===== src/rtl/scan_pkg.sv =====
package scan_pkg;

    localparam int COORD_W = 8;
    localparam int STEP_W  = 4;
    localparam int CNT_W   = 8;
    localparam int VEC_W   = STEP_W + 1;

    typedef logic [COORD_W-1:0]      coord_t;
    typedef logic [CNT_W-1:0]        count_t;
    typedef logic signed [VEC_W-1:0] comp_t;

    typedef enum logic [2:0] {
        XF_NONE    = 3'd0,
        XF_ROTL    = 3'd1,
        XF_ROTR    = 3'd2,
        XF_ROT180  = 3'd3,
        XF_FLIPX   = 3'd4,
        XF_FLIPY   = 3'd5,
        XF_REVERSE = 3'd6,
        XF_SPARE   = 3'd7
    } xform_e;

    typedef struct packed {
        comp_t dx;
        comp_t dy;
    } vec_t;

    typedef struct packed {
        coord_t x;
        coord_t y;
    } loc_t;

    function automatic vec_t vec_neg(vec_t v);
        vec_t r;
        r.dx = -v.dx;
        r.dy = -v.dy;
        return r;
    endfunction

    function automatic vec_t vec_turn(vec_t v, xform_e f);
        vec_t r;
        r = v;
        case (f)
            XF_ROTL:   begin r.dx = v.dy;  r.dy = -v.dx; end
            XF_ROTR:   begin r.dx = -v.dy; r.dy = v.dx;  end
            XF_ROT180: r = vec_neg(v);
            XF_FLIPX:  r.dx = -v.dx;
            XF_FLIPY:  r.dy = -v.dy;
            default:   r = v;
        endcase
        return r;
    endfunction

    function automatic loc_t loc_step(loc_t p, vec_t v);
        loc_t r;
        r.x = p.x + coord_t'(COORD_W'(v.dx));
        r.y = p.y + coord_t'(COORD_W'(v.dy));
        return r;
    endfunction

    function automatic loc_t loc_far(loc_t p, vec_t v, count_t n);
        loc_t   r;
        coord_t nn;
        nn  = coord_t'(n);
        r.x = p.x + coord_t'(coord_t'(COORD_W'(v.dx)) * nn);
        r.y = p.y + coord_t'(coord_t'(COORD_W'(v.dy)) * nn);
        return r;
    endfunction

endpackage


===== src/rtl/scan_vec_xform.sv =====
module scan_vec_xform
    import scan_pkg::*;
(
    input  vec_t   raw_vec,
    input  xform_e mode,
    output vec_t   base_vec,
    output vec_t   walk_vec,
    output logic   is_rev
);
    always_comb begin
        base_vec = vec_turn(raw_vec, mode);
        is_rev   = (mode == XF_REVERSE);
        walk_vec = is_rev ? vec_neg(base_vec) : base_vec;
    end
endmodule


===== src/rtl/scan_step_ctr.sv =====
module scan_step_ctr
    import scan_pkg::*;
(
    input  logic   clk,
    input  logic   rst,
    input  logic   load,
    input  count_t load_val,
    input  logic   dec,
    output logic   last
);
    count_t remain_q;

    always_ff @(posedge clk) begin
        if (rst) begin
            remain_q <= '0;
        end else if (load) begin
            remain_q <= load_val;
        end else if (dec && remain_q != '0) begin
            remain_q <= remain_q - count_t'(1);
        end
    end

    assign last = (remain_q == count_t'(1));
endmodule


===== src/rtl/scan_pos_reg.sv =====
module scan_pos_reg
    import scan_pkg::*;
(
    input  logic clk,
    input  logic rst,
    input  logic set_en,
    input  loc_t set_loc,
    input  logic jump_en,
    input  loc_t jump_loc,
    input  logic step_en,
    input  loc_t step_loc,
    output loc_t pos
);
    loc_t pos_q;

    always_ff @(posedge clk) begin
        if (rst) begin
            pos_q <= '0;
        end else if (set_en) begin
            pos_q <= set_loc;
        end else if (jump_en) begin
            pos_q <= jump_loc;
        end else if (step_en) begin
            pos_q <= step_loc;
        end
    end

    assign pos = pos_q;
endmodule


===== src/rtl/scan_walker.sv =====
module scan_walker
    import scan_pkg::*;
(
    input  logic                     clk,
    input  logic                     rst,
    input  logic                     start,
    input  logic signed [STEP_W-1:0] step_dx,
    input  logic signed [STEP_W-1:0] step_dy,
    input  logic [CNT_W-1:0]         step_count,
    input  logic [2:0]               xform,
    input  logic                     move_en,
    input  logic [COORD_W-1:0]       move_x,
    input  logic [COORD_W-1:0]       move_y,
    input  logic                     out_ready,
    output logic                     out_valid,
    output logic [COORD_W-1:0]       out_x,
    output logic [COORD_W-1:0]       out_y,
    output logic                     busy,
    output logic                     done,
    output logic [COORD_W-1:0]       pos_x,
    output logic [COORD_W-1:0]       pos_y
);
    vec_t   raw_vec, base_vec, walk_vec, run_vec_q;
    logic   is_rev, busy_q, done_q, last;
    logic   set_en, accept, fire, jump_en;
    loc_t   pos, next_loc, far_loc, set_loc;
    count_t cnt;

    assign raw_vec.dx = VEC_W'(step_dx);
    assign raw_vec.dy = VEC_W'(step_dy);
    assign cnt        = count_t'(step_count);
    assign set_loc    = '{x: move_x, y: move_y};

    scan_vec_xform u_xform (
        .raw_vec  (raw_vec),
        .mode     (xform_e'(xform)),
        .base_vec (base_vec),
        .walk_vec (walk_vec),
        .is_rev   (is_rev)
    );

    assign set_en   = move_en && !busy_q;
    assign accept   = start && !busy_q && !move_en;
    assign fire     = busy_q && out_ready;
    assign far_loc  = loc_far(pos, base_vec, cnt);
    assign jump_en  = accept && is_rev && (cnt != '0);
    assign next_loc = loc_step(pos, run_vec_q);

    scan_step_ctr u_ctr (
        .clk      (clk),
        .rst      (rst),
        .load     (accept),
        .load_val (cnt),
        .dec      (fire),
        .last     (last)
    );

    scan_pos_reg u_pos (
        .clk      (clk),
        .rst      (rst),
        .set_en   (set_en),
        .set_loc  (set_loc),
        .jump_en  (jump_en),
        .jump_loc (far_loc),
        .step_en  (fire),
        .step_loc (next_loc),
        .pos      (pos)
    );

    always_ff @(posedge clk) begin
        if (rst) begin
            busy_q    <= 1'b0;
            done_q    <= 1'b0;
            run_vec_q <= '0;
        end else begin
            done_q <= 1'b0;
            if (accept) begin
                run_vec_q <= walk_vec;
                if (cnt == '0) begin
                    done_q <= 1'b1;
                end else begin
                    busy_q <= 1'b1;
                end
            end else if (fire && last) begin
                busy_q <= 1'b0;
                done_q <= 1'b1;
            end
        end
    end

    assign out_valid = busy_q;
    assign out_x     = next_loc.x;
    assign out_y     = next_loc.y;
    assign busy      = busy_q;
    assign done      = done_q;
    assign pos_x     = pos.x;
    assign pos_y     = pos.y;
endmodule


===== config.mk =====
export PLATFORM = sky130hd
export DESIGN_NAME = scan_walker
export DESIGN_NICKNAME = d
export VERILOG_FILES = /design/src/rtl/scan_pkg.sv /design/src/rtl/scan_vec_xform.sv /design/src/rtl/scan_step_ctr.sv /design/src/rtl/scan_pos_reg.sv /design/src/rtl/scan_walker.sv
export SDC_FILE = /design/constraint.sdc
export NUM_CORES = 1
export LEC_CHECK = 0
export ABC_AREA = 1
export BUFFER_PORTS_ARGS = -buffer_cell sky130_fd_sc_hd__buf_2
export CAP_MARGIN = 5
export CORE_UTILIZATION = 30
export DETAILED_ROUTE_END_ITERATION = 8
export SKIP_CTS_REPAIR_TIMING = 1
export SYNTH_ARGS = -nofsm -noshare
export SYNTH_HDL_FRONTEND = slang
export SYNTH_HIERARCHICAL = 1
export SYNTH_SLANG_ARGS = --single-unit

===== constraint.sdc =====
create_clock -name clk -period 5.6 [get_ports clk]
set_clock_uncertainty 0.2 [all_clocks]
set_input_delay 0.28 -clock clk [delete_from_list [all_inputs] [get_ports clk]]
set_output_delay 0.28 -clock clk [all_outputs]
set_load 0.02 [all_outputs]

==> metrics.csv <==
stage,metric,value,unit
outcome,status,"finished, final reports clean",
drt,wl,15600,um
global_route,grt-ovfl-total,0,
die,fp.dieH,144,um
finish,nets,1130,
setup_path,path_class,in -> reg,
power_and_ir_drop,switching_power,0.000839,W
cts,clockBufferDepth,2,
synth,ys.flop_type,dfxtp_1,
sta,slew_viol_final,0,
power_and_ir_drop,clkPwrFrac,0.173,
sta,period_share,0.891,
drt,routed.top_layer,met4,
synth,syn_area,6030,um^2
power_and_ir_drop,p_per_area,260,nW/um^2
sta,worstMarginPinSlew,592,ps
setup_path,critPathTopFamily,adder cells,
power_and_ir_drop,power,0.00174,W
synth,ys_ff_latch,36,
setup_path,crit_buf_inv,6,
global_route,grt_max_degree,49,
cts,htreeDepth,2,
global_route,track_usage,0.162,
die,num_io_pins,75,
min_path,hold_path.class,in -> reg,
die,die_area,20700,um^2
synth,yosys-top-cells-area,"nand2_1, inv_1, fa_1",
setup_path,cpPeakStageDelay,550,ps
sta,hold_viol,0,
placement,dp_hpwl,12500,um
cts,cts_root_buffer,clkbuf_16,
die,std_cell_rows,51,
power_and_ir_drop,power.internal,0.000897,W
setup_path,crit_path_top_delay_cell,fa_1,
drt,wl_met1,7060,um
drt,viasPerCell,4.46,
synth,synth_warnings,6,
finish,synthToLayoutAreaGrowth,10.6,%
sta,fin_setup_tns,0,ps
flow_run,maxCapViolations,0,
finish,multi_input_area,4190,um^2
global_route,grt_pass1_vias,5405,
drt,routed-wl-met3,410,um
setup_path,worstPathArrival,5010,ps
global_route,grt_pass1_wl,26500,um
synth,synth_cells,944,
setup_path,critPathLaunchType,input port,
drt,wl_met2,7850,um
drt,drc,0,
synth,synth_edf_count,0,
setup_path,endpoint_kind,register,
sta,rsz0062_at_grt,no,
drt,postRouteAntennaNets,0,
cts,cts_tree,built,
synth,avgSynthCellArea,6.38,um^2
drt,wl_per_cell,12.2,um
power_and_ir_drop,p_comb_frac,0.647,
sta,slew_headroom,0.605,
synth,synth_common_cells,"nand2_1, inv_1, nand3_1",
synth,synth_top_cell_by_area,nand2_1,
cts,clock_latency,280,ps
setup_path,cp.required,5620,ps
drt,drtIter0Drc,235,
cts,clock_sinks,36,
finish,nFillCells,2168,
finish,seq_area,721,um^2
cts,numCtsBuffers,5,
synth,yosysSeqAreaShare,0.120,
cts,path_clk_slew,60,ps
synth,synthArstFlopShare,0,
power_and_ir_drop,power.leakage,3.84,nW
sta,post-route-min-period,4990,ps
sta,max_freq,200,MHz
die,core_area,19600,um^2
die,start_util,0.308,
power_and_ir_drop,ir_worst_vdd,0.000128,V
power_and_ir_drop,sw_frac_of_total,0.483,
finish,drive_gt1_frac,0.162,
setup_path,path_max_fanout,5,
drt,dr.pass1.iters,4,
synth,synth.most_common_cell,nand2_1,
placement,port-buffer-count,74,
drt,vias,5662,
placement,gp_congestion,0.880,
setup_path,crit_top_cell,nand2_1,
die,die_x,144,um
global_route,antenna_found_initial,1,
synth,ys_types,41,
sta,finalSetupViolations,0,
synth,syn-num-nets,1071,
synth,synth.top_cell.area_share,0.184,
power_and_ir_drop,p_seq_frac,0.181,
## tightest hold or removal path, cell delays in order
cell and delay (ps):
buf_2 70, nand2_1 40, inv_1 40, a21oi_1 40, a21oi_2 90
## path summary, 6_finish.rpt
kind	from	endpoint	slack [ps]	depth (start not counted)
setup / recovery	step_dx[0]	u_pos/pos[15]	610	28
hold / removal	move_x[0]	u_pos/pos[8]	110	5
hold reg to reg	run_vec_q[5]	run_vec_q[5]	280	2
setup reg to reg	u_pos/pos[11]	u_pos/pos[15]	1570	21
## power by group through the flow
stage	clock network (W)	registers [W]	logic, W
after floorplan	0	0.000325	0.000879
after global placement	0	0.000320	0.00112
after detailed placement	0	0.000320	0.00113
after CTS	0.000305	0.000315	0.00114
after global routing	0.000320	0.000319	0.00133
final	0.000300	0.000313	0.00112
## registers in the layout (all words and copies together), names as in the netlist
register / cells
u_ctr/remain_q: 8
busy: 1
run_vec_q: 10
u_pos/pos: 16
done: 1
## cell type report
| class | count | share of cell area |
|---|---|---|
| Sequential cell | 36 | 0.108 |
| Multi-Input combinational cell | 659 | 0.629 |
| Clock inverter | 1 | 0.00113 |
| Antenna cell | 1 | 0.000375 |
| Tap cell | 265 | 0.0497 |
| Clock buffer | 7 | 0.0214 |
| Timing Repair Buffer | 85 | 0.0680 |
| Inverter | 216 | 0.122 |
## cells by family (layout without fill, tap and decap cells)
logic type               after synthesis  in the layout  synth area share
AO/OA/AOI/OAI                         84             84            0.0897
XOR/XNOR                              20             20            0.0291
adder cells (fa/ha/maj)               87             87             0.228
buffers and inverters                249            309             0.184
flip-flops                            36             36             0.120
other                                  0              1                 0
AND/OR/NAND/NOR                      468            468             0.349
## placed cells by master (no fill, tap or decap), types with 3 or more instances in the layout
cell type,synthesis,final
dfxtp_1,36,36
o21ai_0,8,7
buf_2,8,74
o21ai_1,3,4
buf_4,7,11
nand2_2,8,8
a21oi_1,41,41
nor2_1,52,52
fa_1,38,38
xor2_1,12,12
ha_1,49,49
nand3_1,69,69
nand2_4,4,4
a21oi_2,20,20
inv_2,7,7
nand3_2,19,19
o21ai_2,3,3
clkbuf_16,0,5
nand4_1,10,10
nand2_1,295,295
xnor2_1,8,8
inv_1,208,208
## stage by stage
stage / setup slack (ps) / hold slack [ps] / instances / area, um^2 / util
after floorplan: 700 / 158 / 944 / 6030 / -
after global placement: 278 / 262 / 1259 / 6500 / 0.332
after detailed placement: 164 / 262 / 1259 / 6500 / 0.332
after CTS: 461 / 117 / 1267 / 6650 / 0.339
after global routing: 73.9 / 128 / 1270 / 6670 / 0.340
final: 610 / 114 / 1270 / 6670 / 0.340
## layer usage
metal	track usage	vias up
met4	0.0465	0
li1	-	2970
met5	0	-
met1	0.200	2598
met2	0.297	80
met3	0.0120	14
(Power assumes the default switching activity.)
